$ cat src/rtl/adcseq_pkg.sv
package adcseq_pkg;
  typedef enum logic [1:0] {
    MODE_SINGLE = 2'd0,
    MODE_MULTI  = 2'd1,
    MODE_CONT   = 2'd2,
    MODE_TURBO  = 2'd3
  } conv_mode_t;

  typedef enum logic [1:0] {
    ST_IDLE   = 2'd0,
    ST_FLUSH  = 2'd1,
    ST_PRIME  = 2'd2,
    ST_STREAM = 2'd3
  } seq_state_t;

  localparam logic [1:0] A_CTL  = 2'd0;
  localparam logic [1:0] A_STAT = 2'd1;
  localparam logic [1:0] A_RES  = 2'd2;

  localparam int CTL_W      = 4;
  localparam int BIT_START  = 2;
  localparam int BIT_STOP   = 3;
endpackage

$ cat src/rtl/adcseq_edge.sv
module adcseq_edge (
  input  logic clk,
  input  logic rst,
  input  logic din,
  output logic rise
);
  logic prev_q;

  always_ff @(posedge clk) begin
    if (rst) prev_q <= 1'b0;
    else     prev_q <= din;
  end

  assign rise = din & ~prev_q;
endmodule

$ cat src/rtl/adcseq_fsm.sv
module adcseq_fsm
  import adcseq_pkg::*;
#(
  parameter int PRIME_N = 4
) (
  input  logic       clk,
  input  logic       rst,
  input  logic       trig,
  input  logic       stop,
  input  conv_mode_t start_mode,
  input  logic       mux_sw,
  input  logic       dec_valid,
  output logic       dec_restart,
  output logic       busy,
  output logic       cap
);
  localparam int CW = (PRIME_N > 2) ? $clog2(PRIME_N) : 1;
  localparam logic [CW-1:0] LAST = CW'(PRIME_N - 1);

  seq_state_t state;
  conv_mode_t mode_q;
  logic [CW-1:0] cnt;
  logic last_strobe;

  assign last_strobe = (cnt == LAST);
  assign cap = dec_valid & ((state == ST_PRIME && last_strobe && !mux_sw) ||
                            (state == ST_STREAM && !mux_sw));
  assign dec_restart = (state == ST_FLUSH);
  assign busy = (state != ST_IDLE);

  always_ff @(posedge clk) begin
    if (rst) begin
      state  <= ST_IDLE;
      mode_q <= MODE_SINGLE;
      cnt    <= '0;
    end else if (stop) begin
      state <= ST_IDLE;
      cnt   <= '0;
    end else begin
      case (state)
        ST_IDLE: begin
          if (trig) begin
            mode_q <= start_mode;
            state  <= ST_FLUSH;
          end
        end
        ST_FLUSH: begin
          cnt   <= '0;
          state <= ST_PRIME;
        end
        ST_PRIME: begin
          if (mux_sw) begin
            state <= ST_FLUSH;
          end else if (dec_valid) begin
            if (last_strobe) begin
              cnt <= '0;
              case (mode_q)
                MODE_SINGLE: state <= ST_IDLE;
                MODE_MULTI:  state <= ST_FLUSH;
                MODE_TURBO:  state <= ST_PRIME;
                default:     state <= ST_STREAM;
              endcase
            end else begin
              cnt <= cnt + 1'b1;
            end
          end
        end
        default: begin
          if (mux_sw) state <= ST_FLUSH;
        end
      endcase
    end
  end


  restart_after_trig_chk: assert property (@(posedge clk) disable iff (rst)
    (!busy && trig && !stop) |=> dec_restart);


  busy_ignores_trig_chk: assert property (@(posedge clk) disable iff (rst)
    (state == ST_PRIME && trig && !stop && !mux_sw && !dec_valid) |=> (state == ST_PRIME && $stable(cnt)));


  single_goes_idle_chk: assert property (@(posedge clk) disable iff (rst)
    (cap && mode_q == MODE_SINGLE && !stop) |=> !busy);


  turbo_no_flush_chk: assert property (@(posedge clk) disable iff (rst)
    (cap && mode_q == MODE_TURBO && !stop) |=> !dec_restart);


  multi_flush_chk: assert property (@(posedge clk) disable iff (rst)
    (cap && mode_q == MODE_MULTI && !stop) |=> dec_restart);
endmodule

$ cat src/rtl/adcseq_hold.sv
module adcseq_hold #(
  parameter int RES_W = 20
) (
  input  logic             clk,
  input  logic             rst,
  input  logic             cap,
  input  logic [RES_W-1:0] data,
  input  logic             clr_done,
  input  logic             clr_ovr,
  output logic [RES_W-1:0] result,
  output logic             done,
  output logic             ovr
);
  always_ff @(posedge clk) begin
    if (rst) begin
      result <= '0;
      done   <= 1'b0;
      ovr    <= 1'b0;
    end else begin
      if (cap) result <= data;
      if (cap)           done <= 1'b1;
      else if (clr_done) done <= 1'b0;
      if (cap && done && !clr_done) ovr <= 1'b1;
      else if (clr_ovr)             ovr <= 1'b0;
    end
  end


  eoc_hold_chk: assert property (@(posedge clk) disable iff (rst)
    (done && !clr_done) |=> done);


  done_clear_chk: assert property (@(posedge clk) disable iff (rst)
    (clr_done && !cap) |=> !done);


  overrun_set_chk: assert property (@(posedge clk) disable iff (rst)
    (cap && done && !clr_done) |=> ovr);
endmodule

$ cat src/rtl/adc_conv_ctrl.sv
module adc_conv_ctrl
  import adcseq_pkg::*;
#(
  parameter int RES_W   = 20,
  parameter int PRIME_N = 4
) (
  input  logic             clk,
  input  logic             rst,
  input  logic             reg_we,
  input  logic             reg_re,
  input  logic [1:0]       reg_addr,
  input  logic [CTL_W-1:0] reg_wdata,
  output logic [RES_W-1:0] reg_rdata,
  input  logic             soc,
  output logic             eoc,
  output logic [RES_W-1:0] res_data,
  input  logic             dma_rd,
  input  logic             mux_sw,
  output logic             dec_restart,
  input  logic             dec_valid,
  input  logic [RES_W-1:0] dec_data
);
  conv_mode_t mode_q, start_mode;
  logic ctl_wr, soc_rise, trig, stop;
  logic busy, cap, done, ovr, clr_done, clr_ovr;
  logic [RES_W-1:0] result;

  assign ctl_wr     = reg_we && (reg_addr == A_CTL);
  assign start_mode = (ctl_wr && reg_wdata[BIT_START]) ? conv_mode_t'(reg_wdata[1:0]) : mode_q;
  assign trig       = soc_rise | (ctl_wr & reg_wdata[BIT_START]);
  assign stop       = ctl_wr & reg_wdata[BIT_STOP];
  assign clr_done   = dma_rd | (reg_re && reg_addr == A_RES);
  assign clr_ovr    = reg_re && (reg_addr == A_STAT);

  always_ff @(posedge clk) begin
    if (rst) mode_q <= MODE_SINGLE;
    else if (ctl_wr) mode_q <= conv_mode_t'(reg_wdata[1:0]);
  end

  adcseq_edge u_edge (
    .clk (clk),
    .rst (rst),
    .din (soc),
    .rise(soc_rise)
  );

  adcseq_fsm #(.PRIME_N(PRIME_N)) u_fsm (
    .clk        (clk),
    .rst        (rst),
    .trig       (trig),
    .stop       (stop),
    .start_mode (start_mode),
    .mux_sw     (mux_sw),
    .dec_valid  (dec_valid),
    .dec_restart(dec_restart),
    .busy       (busy),
    .cap        (cap)
  );

  adcseq_hold #(.RES_W(RES_W)) u_hold (
    .clk     (clk),
    .rst     (rst),
    .cap     (cap),
    .data    (dec_data),
    .clr_done(clr_done),
    .clr_ovr (clr_ovr),
    .result  (result),
    .done    (done),
    .ovr     (ovr)
  );

  always_ff @(posedge clk) begin
    if (rst) begin
      reg_rdata <= '0;
    end else if (reg_re) begin
      case (reg_addr)
        A_CTL:   reg_rdata <= {{(RES_W-2){1'b0}}, mode_q};
        A_STAT:  reg_rdata <= {{(RES_W-3){1'b0}}, busy, ovr, done};
        A_RES:   reg_rdata <= result;
        default: reg_rdata <= '0;
      endcase
    end
  end

  assign eoc      = done;
  assign res_data = result;


  reset_quiet_chk: assert property (@(posedge clk)
    rst |=> (!eoc && !dec_restart && !ovr));
endmodule

$ cat config.mk
export PLATFORM = sky130hd
export DESIGN_NAME = adc_conv_ctrl
export DESIGN_NICKNAME = d
export VERILOG_FILES = /design/src/rtl/adcseq_pkg.sv /design/src/rtl/adcseq_edge.sv /design/src/rtl/adcseq_fsm.sv /design/src/rtl/adcseq_hold.sv /design/src/rtl/adc_conv_ctrl.sv
export SDC_FILE = /design/constraint.sdc
export NUM_CORES = 1
export LEC_CHECK = 0
export BUFFER_PORTS_ARGS = -buffer_cell sky130_fd_sc_hd__buf_2
export CORE_ASPECT_RATIO = 1.25
export CORE_MARGIN = 1
export CORE_UTILIZATION = 44
export DETAILED_ROUTE_END_ITERATION = 8
export GPL_TIMING_DRIVEN = 0
export HOLD_SLACK_MARGIN = 0.05
export PLACE_DENSITY = 0.74
export SYNTH_ARGS = -nofsm -noshare
export SYNTH_HDL_FRONTEND = slang
export SYNTH_HIERARCHICAL = 1
export SYNTH_SLANG_ARGS = --single-unit
$ cat constraint.sdc
create_clock -name clk -period 1.6 [get_ports clk]
set_clock_uncertainty 0.05 [all_clocks]
set_input_delay 0.08 -clock clk [delete_from_list [all_inputs] [get_ports clk]]
set_output_delay 0.08 -clock clk [all_outputs]
set_load 0.1 [all_outputs]
==> results of run 1 <==
[synthesized netlist by cell type, types with 3 or more instances]
library cell | instances | area share [%]
dfxtp_1 | 51 | 47
a21oi_1 | 19 | 4.3
ha_1 | 7 | 4.0
nor2b_1 | 18 | 5.1
clkbuf_1 | 3 | 0.51
buf_2 | 3 | 0.68
nand2_1 | 7 | 1.2
nor2_1 | 46 | 7.9
inv_1 | 6 | 1.0
mux2i_1 | 29 | 13
a311oi_1 | 3 | 1.2
[sequential cells by signal, indices dropped and copies added, names as in the netlist]
register / flops
mode_q: 2
reg_rdata: 20
u_edge/prev_q: 1
u_fsm/cnt: 2
u_fsm/mode_q: 2
u_fsm/state: 2
u_hold/done: 1
u_hold/ovr: 1
u_hold/result: 20
[report_power, final]
group	switching [W]	internal, W
clock network	0.000422	0.000306
logic	0.000329	0.000226
registers	0.0000343	0.00130
total	0.000785	0.00183
[cell families after synthesis]
logic type,Yosys count
XOR/XNOR,1
AND/OR/NAND/NOR,94
buffers and inverters,16
multiplexers,31
AO/OA/AOI/OAI,30
flip-flops,51
adder cells (fa/ha/maj),7
[what timing repair did]
action	4_1_cts	5_1_grt
hold buffers	24	0
pin swaps	1	13
buffers inserted	1	4
endpoints found under the hold margin	25	0
endpoints found under the setup margin	23	21
resized for setup	7	7
gates cloned	0	2
[layout make-up]
type | instances | area share [%]
well taps | 60 | 2.393
repair buffers | 106 | 22.54
clock inverters | 2 | 0.3989
clock buffers | 6 | 2.314
flip-flops and latches | 51 | 32.79
plain buffers | 10 | 2.593
inverters | 6 | 0.7978
multi-input cells | 163 | 36.18
[final timing paths]
kind                        from           endpoint  slack (ps)  cells past startpoint
setup / recovery  u_fsm/state[0]  u_hold/result[12]          -6                      8
hold / removal               rst      u_edge/prev_q          70                      2
setup reg to reg  u_fsm/state[0]  u_hold/result[12]          -6                      8
hold reg to reg     reg_rdata[2]       reg_rdata[2]         430                      2
[worst reg2reg max path: stages, from the launching register on]
cell	delay, ps
dfxtp_4	380
inv_4	80
ha_4	140
a21oi_2	60
nor3b_2	190
buf_6	180
buf_12	130
mux2i_2	210
nor2_1	80
[layer usage]
layer  up-vias  track usage [%]  routed length, um
li1        997                -                  -
met1       919            26.19               2518
met2        46            36.91               2790
met3         6            3.792                197
met4         0            7.826                 81
met5         -                0                  0
[metrics by stage]
stage / TNS (ps) / cells
after global placement: -3100 / 365
after global routing: -838.7 / 404
after CTS: -30.23 / 398
after detailed placement: -3528 / 365
final: -6.045 / 404
after floorplan: 0 / 230
==> flow_summary_export.csv, run 1 <==
group,metric,value,unit
synth,synthXorXnorAreaFrac,0.3991,%
floorplan,rows,28,
synth,yosysUniqueCellTypes,37,
pwr,vdd_ir_drop_max,0.0005190,V
placement,gp_congestion,0.7796,
cts,clkSinkCount,51,
floorplan,fp.coreArea,4765,um2
timing,rsz0062_at_grt,"true",
floorplan,ioPinCount,76,
synth,synth_area,2195,um2
synth,ys_ff_latch,51,
placement,portBuffers,75,
cts,cts_tree,"yes",
synth,yosys.area_share.simple,22.46,%
timing,tightestPinTransition,499.0,ps
cts,cts_buffers,5,
cts,clkSlewWorstSetupHoldPaths,90,ps
synth,synthMuxAreaShare,14.25,%
floorplan,die_h,80.96,um
global_routing,grt.total_usage,21.32,%
route,wl_per_cell,13.83,um
critical_path,crit_family,"buffers and inverters",
critical_path,cp.arrival,1750,ps
route,drtAntennaViolNets,0,
route,drt_iter0_markers,75,
cts,clk_latency,300,ps
synth,synth_compound_area_share,8.438,%
pwr,power.leakage,1.389,nW
cts,clk_path_buf_depth,2,
critical_path,path_buf_inv,3,
synth,ys.flop_type,"dfxtp_1",
cells_and_area,syn2layout_area_growth,42.93,%
placement,detailed_place.area,2678,um2
critical_path,path_max_fanout,5,
critical_path,critical_path_class,"reg2reg",
synth,syn_nets,271,
cells_and_area,diodes,0,
min_path,hold_path_class,"in2reg",
floorplan,die_w,65.17,um
route,drtPass1Iterations,5,
critical_path,cp-start-kind,"register",
job,cap_violations,0,
global_routing,antenna_found_initial,0,
synth,avgSynthCellArea,9.542,um2
cts,cts-root-buf,"clkbuf_8",
timing,fin_crit,1606,ps
cells_and_area,seqCellArea,1028,um2
critical_path,endpoint_kind,"register",
global_routing,grt_pass1_vias,1870,
outcome,status,"finished with violations",
cells_and_area,layout_common_cells,"78 x buf_2, 47 x dfxtp_1, 46 x nor2_1, 26 x mux2i_1, 24 x dlygate4sd3_1",
timing,holdWs,66.70,ps
synth,ys_seq_area_share,46.52,%
timing,layout_setup_ws,-6.045,ps
cells_and_area,fill_cells,429,
critical_path,cp.required,1740,ps
critical_path,max_stage_delay,380,ps
synth,netlist_instances,230,
synth,synth_top_family_by_area,"simple AND/OR/NAND/NOR gates",
cells_and_area,drive_above_1_share,33.72,%
placement,dpl.hpwl,3.544,mm
cells_and_area,mostFrequentLayoutCell,"buf_2",
timing,hold_viol,0,
synth,synth_edf_count,0,
pwr,p_per_area,835.0,nW/um2
synth,synthAdderAreaFrac,3.991,%
global_routing,grt_pass1_wl,8.652,mm
critical_path,cp_slowest_cell,"dfxtp_4",
critical_path,path_cells,"inv_4 > ha_4 > a21oi_2 > nor3b_2 > buf_6 > buf_12 > mux2i_2 > nor2_1",
global_routing,global_route.overflow_total,0,
synth,synthArstFlopShare,0,%
cells_and_area,final_area,3137,um2
route,vias,1968,
timing,setup_viol,1,
placement,preCtsSetupSlack,-195.4,ps
pwr,power,0.002619,W
timing,clock.fmax,622.6,MHz
timing,slew_violations,0,
cells_and_area,final_nets,384,
route,routed_wirelength,5.589,mm
route,vias_per_cell,4.871,
floorplan,initial_core_util,46.06,%
cells_and_area,multiInputGateArea,1135,um2
timing,slew_headroom,66.74,%
cts,h-tree-depth,2,
route,drc_errors,0,
floorplan,die-area,5276,um2
global_routing,grt_start_max_net_pins,16,
cells_and_area,postLayoutCoreUtil,65.84,%
outcome,violations,"negative setup slack",
timing,fin_crit_sh,100.4,%
synth,yosys_warnings,6,
(Power assumes the default switching activity.)
==> inputs of run 2 (changes only) <==
--- a/config.mk
+++ b/config.mk
@@ -5,14 +5,14 @@
 export SDC_FILE = /design/constraint.sdc
 export NUM_CORES = 1
 export LEC_CHECK = 0
-export BUFFER_PORTS_ARGS = -buffer_cell sky130_fd_sc_hd__buf_2
+export BUFFER_PORTS_ARGS = -buffer_cell sky130_fd_sc_hd__clkbuf_2
 export CORE_ASPECT_RATIO = 1.25
 export CORE_MARGIN = 1
-export CORE_UTILIZATION = 44
+export CORE_UTILIZATION = 45
 export DETAILED_ROUTE_END_ITERATION = 8
 export GPL_TIMING_DRIVEN = 0
 export HOLD_SLACK_MARGIN = 0.05
-export PLACE_DENSITY = 0.74
+export PLACE_DENSITY = 0.73
 export SYNTH_ARGS = -nofsm -noshare
 export SYNTH_HDL_FRONTEND = slang
 export SYNTH_HIERARCHICAL = 1
==> constraint.sdc (replaced) <==
create_clock -name clk -period 2 [get_ports clk]
set_clock_uncertainty 0.05 [all_clocks]
set_input_delay 0.1 -clock clk [delete_from_list [all_inputs] [get_ports clk]]
set_output_delay 0.1 -clock clk [all_outputs]
set_load 0.1 [all_outputs]
==> flow_summary_export.csv, run 2 (synthesis results as in run 1) <==
group,metric,value,unit
timing,fin_crit_sh,90.14,%
placement,gp_congestion,0.8527,
route,wl_met3,176,um
timing,slew_headroom,62.57,%
cells_and_area,final_nets,377,
timing,clock.fmax,554.7,MHz
global_routing,grt_start_max_net_pins,16,
cells_and_area,top_regs,"reg_rdata x20, u_hold/result x20",
route,drt_iter0_markers,42,
cts,cts_buffers,5,
route,drtAntennaViolNets,0,
route,wl_per_cell,13.02,um
cts,cts_tree,"yes",
job,cap_violations,0,
global_routing,global_route.overflow_total,0,
critical_path,path_max_fanout,10,
critical_path,cp_slowest_cell,"dfxtp_1",
route,wl_met2,2.664,mm
cells_and_area,syn2layout_area_growth,35.69,%
floorplan,die_h,80.08,um
cts,clk_path_buf_depth,2,
placement,detailed_place.area,2648,um2
floorplan,fp.coreArea,4695,um2
pwr,p_per_area,684.2,nW/um2
critical_path,path_buf_inv,3,
pwr,power.leakage,1.307,nW
cts,clkSinkCount,51,
route,routed_wirelength,5.167,mm
timing,tightestPinTransition,563.8,ps
critical_path,cp-start-kind,"register",
cts,clk_latency,300,ps
cells_and_area,fill_cells,420,
cells_and_area,final_area,2978,um2
timing,setup_viol,0,
cells_and_area,drive_above_1_share,29.67,%
floorplan,rows,28,
global_routing,grt.total_usage,20.90,%
route,vias,1992,
placement,portBuffers,75,
timing,rsz0062_at_grt,"false",
cells_and_area,diodes,0,
route,vias_per_cell,5.018,
floorplan,initial_core_util,46.75,%
floorplan,ioPinCount,76,
global_routing,grt_pass1_vias,1909,
outcome,status,"complete, no violations",
cells_and_area,postLayoutCoreUtil,63.43,%
route,drtPass1Iterations,4,
placement,dpl.hpwl,3.584,mm
pwr,power,0.002037,W
cts,h-tree-depth,2,
route,top_layer,"met4",
route,met1_length,2.218,mm
timing,slew_violations,0,
critical_path,path_cells,"inv_1 > ha_2 > a21oi_1 > nor3b_2 > buf_4 > buf_6 > mux2i_1 > nor2_1",
timing,fin_crit,1803,ps
critical_path,cp.arrival,1950,ps
critical_path,endpoint_kind,"register",
min_path,hold_path_class,"in2reg",
cells_and_area,final_cells,397,
cts,cts-root-buf,"clkbuf_8",
global_routing,grt_pass1_wl,8.300,mm
cts,clkSlewWorstSetupHoldPaths,90,ps
timing,holdWs,78.67,ps
critical_path,max_stage_delay,350,ps
timing,hold_viol,0,
critical_path,cp.required,2140,ps
floorplan,die_w,64.46,um
critical_path,crit_family,"buffers and inverters",
pwr,vdd_ir_drop_max,0.0006269,V
floorplan,die-area,5162,um2
cells_and_area,mostFrequentLayoutCell,"clkbuf_2",
placement,place_inst,365,
route,drc_errors,0,
cells_and_area,layout_common_cells,"75 x clkbuf_2, 51 x dfxtp_1, 46 x nor2_1, 29 x mux2i_1, 23 x dlygate4sd3_1",
global_routing,antenna_found_initial,0,
critical_path,critical_path_class,"reg2reg",
-- run 2: cell types whose count changed in the layout (fill, tap and decap cells not counted), moves of 3 or more --
cell,delta
buf_2,-75
buf_4,-3
clkbuf_2,+75
dfxtp_1,+4
dfxtp_2,-3
mux2i_1,+3
mux2i_2,-3
-- run 2: power by group --
part           internal [W]  total (W)  switching (W)
Sequential          0.00103    0.00105      0.0000182
Clock              0.000245   0.000578       0.000333
Combinational      0.000151   0.000406       0.000255
-- run 2: what timing repair did --
item                       4_1_cts  5_1_grt
setup endpoints to repair       21       20
hold buffers                    23        0
pin swaps                        0        1
buffers inserted                 0        1
gates resized for setup          1        1
hold endpoints to repair        23        0
-- run 2: routing by layer --
layer  GRT usage [%]  up-vias
met1           23.91      942
met2           38.42       52
met3           3.835        9
met5               0        -
met4           7.111        0
li1                -      989
-- run 2: worst paths after layout --
path / start / end / slack, ps / cells past startpoint
worst max register to register: u_fsm/state[0] / u_hold/result[12] / 200 / 8
worst max-delay path: u_fsm/state[0] / u_hold/result[12] / 200 / 8
worst min-delay path: dec_valid / u_fsm/cnt[1] / 80 / 3
worst min register to register: u_hold/ovr / reg_rdata[1] / 430 / 2
-- run 2: final cells by class --
type                            count  area, um2  area share, %
Buffer                             10      63.81          2.143
Multi-Input combinational cell    163       1097          36.85
Clock inverter                      2      12.51         0.4202
Sequential cell                    51       1021          34.29
Inverter                            6      22.52         0.7563
Clock buffer                        6      72.57          2.437
Timing Repair Buffer               99      613.1          20.59
Tap cell                           60      75.07          2.521
-- run 2: worst register-to-register path: stages, from the launching register on --
cell     delay, ps
dfxtp_1        350
inv_1          140
ha_2           280
a21oi_1        100
nor3b_2        170
buf_4          160
buf_6          180
mux2i_1        230
nor2_1          50
-- run 2: through the flow --
step           TNS [ps]  setup slack (ps)
6_report              0             197.1
4_1_cts               0             52.96
2_1_floorplan         0             231.7
5_1_grt               0             57.44
3_5_place_dp      -2016            -118.9
3_3_place_gp      -1850            -101.6
==> inputs of run 3 (changes only) <==
--- a/config.mk
+++ b/config.mk
@@ -9,6 +9,7 @@
 export CORE_ASPECT_RATIO = 1.25
 export CORE_MARGIN = 1
 export CORE_UTILIZATION = 45
+export CTS_BUF_LIST = sky130_fd_sc_hd__clkbuf_2 sky130_fd_sc_hd__clkbuf_4 sky130_fd_sc_hd__clkbuf_8
 export DETAILED_ROUTE_END_ITERATION = 8
 export GPL_TIMING_DRIVEN = 0
 export HOLD_SLACK_MARGIN = 0.05
==> flow_summary_export.csv, run 3 (synthesis results as in run 1) <==
group,metric,value,unit
timing,fin_crit,1803,ps
global_routing,global_route.overflow_total,0,
route,wl_per_cell,13.00,um
cells_and_area,seqCellArea,1021,um2
timing,tightestPinTransition,563.8,ps
route,drt_iter0_markers,42,
route,vias_per_cell,5.010,
cells_and_area,final_nets,377,
cts,clkSinkCount,51,
floorplan,initial_core_util,46.75,%
route,drc_errors,0,
critical_path,cp-start-kind,"register",
cells_and_area,diodes,0,
pwr,clock_power_share,28.8,%
cts,cts-root-buf,"clkbuf_8",
critical_path,endpoint_kind,"register",
cells_and_area,final_area,2982,um2
timing,slew_headroom,62.57,%
cells_and_area,drive_above_1_share,29.97,%
critical_path,cp.arrival,1950,ps
cells_and_area,layout_common_cells,"75 x clkbuf_2, 51 x dfxtp_1, 46 x nor2_1, 29 x mux2i_1, 23 x dlygate4sd3_1",
pwr,power.leakage,1.310,nW
floorplan,fp.coreArea,4695,um2
pwr,p_per_area,687.8,nW/um2
global_routing,grt_pass1_vias,1909,
cts,cts_buffers,5,
outcome,status,"complete, no violations",
cells_and_area,syn2layout_area_growth,35.86,%
job,cap_violations,0,
route,vias,1989,
timing,setup_viol,0,
cells_and_area,final_cells,397,
pwr,p_switching,0.0006055,W
floorplan,die-area,5162,um2
critical_path,cp.required,2140,ps
timing,rsz0062_at_grt,"false",
cts,clkSlewWorstSetupHoldPaths,90,ps
pwr,p_sw_share,29.53,%
critical_path,critical_path_class,"reg2reg",
cells_and_area,multiInputGateArea,1097,um2
timing,finalSetupTns,0,ps
critical_path,path_max_fanout,10,
min_path,hold_path_class,"in2reg",
global_routing,grt.total_usage,20.90,%
placement,place_inst,365,
route,drtAntennaViolNets,0,
pwr,seq_power_share,51.4,%
timing,clock.fmax,554.5,MHz
timing,fin_crit_sh,90.17,%
cells_and_area,fill_cells,419,
cts,clk_path_buf_depth,2,
cells_and_area,top_regs,"reg_rdata x20, u_hold/result x20",
global_routing,grt_start_max_net_pins,16,
route,routed_wirelength,5.162,mm
timing,slew_violations,0,
floorplan,die_h,80.08,um
floorplan,rows,28,
global_routing,antenna_found_initial,0,
placement,detailed_place.area,2648,um2
route,drtPass1Iterations,4,
cts,clk_latency,300,ps
cts,cts_tree,"yes",
placement,dpl.hpwl,3.584,mm
placement,gp_congestion,0.8527,
floorplan,ioPinCount,76,
cts,h-tree-depth,2,
timing,hold_viol,0,
placement,portBuffers,75,
pwr,combPwrFrac,19.8,%
floorplan,die_w,64.46,um
pwr,vdd_ir_drop_max,0.0006130,V
cells_and_area,mostFrequentLayoutCell,"clkbuf_2",
global_routing,grt_pass1_wl,8.300,mm
pwr,p_int,0.001445,W
-- run 3: cell counts in the layout (fill, tap and decap cells not counted) --
No cell type changed its count.
-- run 3: layout make-up --
| type | instances | area share (%) |
|---|---|---|
| timing repair buffer | 99 | 20.56 |
| tap | 60 | 2.518 |
| clock buffer | 6 | 2.560 |
| clock inverter | 2 | 0.4196 |
| buffer | 10 | 2.140 |
| inverter | 6 | 0.7554 |
| sequential | 51 | 34.24 |
| multi-input combinational | 163 | 36.80 |
-- run 3: path summary, 6_finish.rpt --
path / cells past startpoint / to / slack, ps / from
min reg2reg: 2 / reg_rdata[1] / 430 / u_hold/ovr
min: 3 / u_fsm/cnt[1] / 80 / dec_valid
max reg2reg: 8 / u_hold/result[12] / 200 / u_fsm/state[0]
max: 8 / u_hold/result[12] / 200 / u_fsm/state[0]
-- run 3: power by group through the flow --
stage | clock, W | combinational [W] | sequential, W
finish | 0.000591 | 0.000406 | 0.00105
global route | 0.000641 | 0.000441 | 0.00106
CTS | 0.000608 | 0.000400 | 0.00105
detailed placement | 0 | 0.000364 | 0.00108
global placement | 0 | 0.000360 | 0.00108
floorplan | 0 | 0.000239 | 0.00111
-- run 3: per-stage QoR --
stage / power, W / util (%) / setup WS, ps / hold slack, ps
final: 0.002051 / 63.51 / 196.5 / 78.95
after floorplan: 0.001350 / - / 231.7 / 114.3
after detailed placement: 0.001441 / 56.40 / -118.9 / 292.8
after CTS: 0.002062 / 63.30 / 52.96 / 71.30
after global placement: 0.001436 / 56.40 / -101.6 / 284.0
after global routing: 0.002139 / 63.51 / 57.44 / 97.50
-- run 3: timing repair --
action / CTS / global route
hold buffers: 23 / 0
endpoints found under the hold margin: 23 / 0
pin swaps: 0 / 1
setup buffers: 0 / 1
endpoints found under the setup margin: 21 / 20
gates resized for setup: 1 / 1
-- run 3: per-layer routing --
metal | wire length [um] | vias up | share of wire, % | GRT usage (%)
li1 | - | 989 | - | -
met1 | 2224 | 943 | 43 | 23.91
met2 | 2668 | 48 | 52 | 38.42
met3 | 161 | 9 | 3.1 | 3.835
met4 | 108 | 0 | 2.1 | 7.111
met5 | 0 | - | 0 | 0
-- run 3: worst max-delay path, stage by stage (launching register included) --
cell	delay, ps
dfxtp_1	350
inv_1	140
ha_2	270
a21oi_1	100
nor3b_2	170
buf_4	160
buf_6	180
mux2i_1	220
nor2_1	50
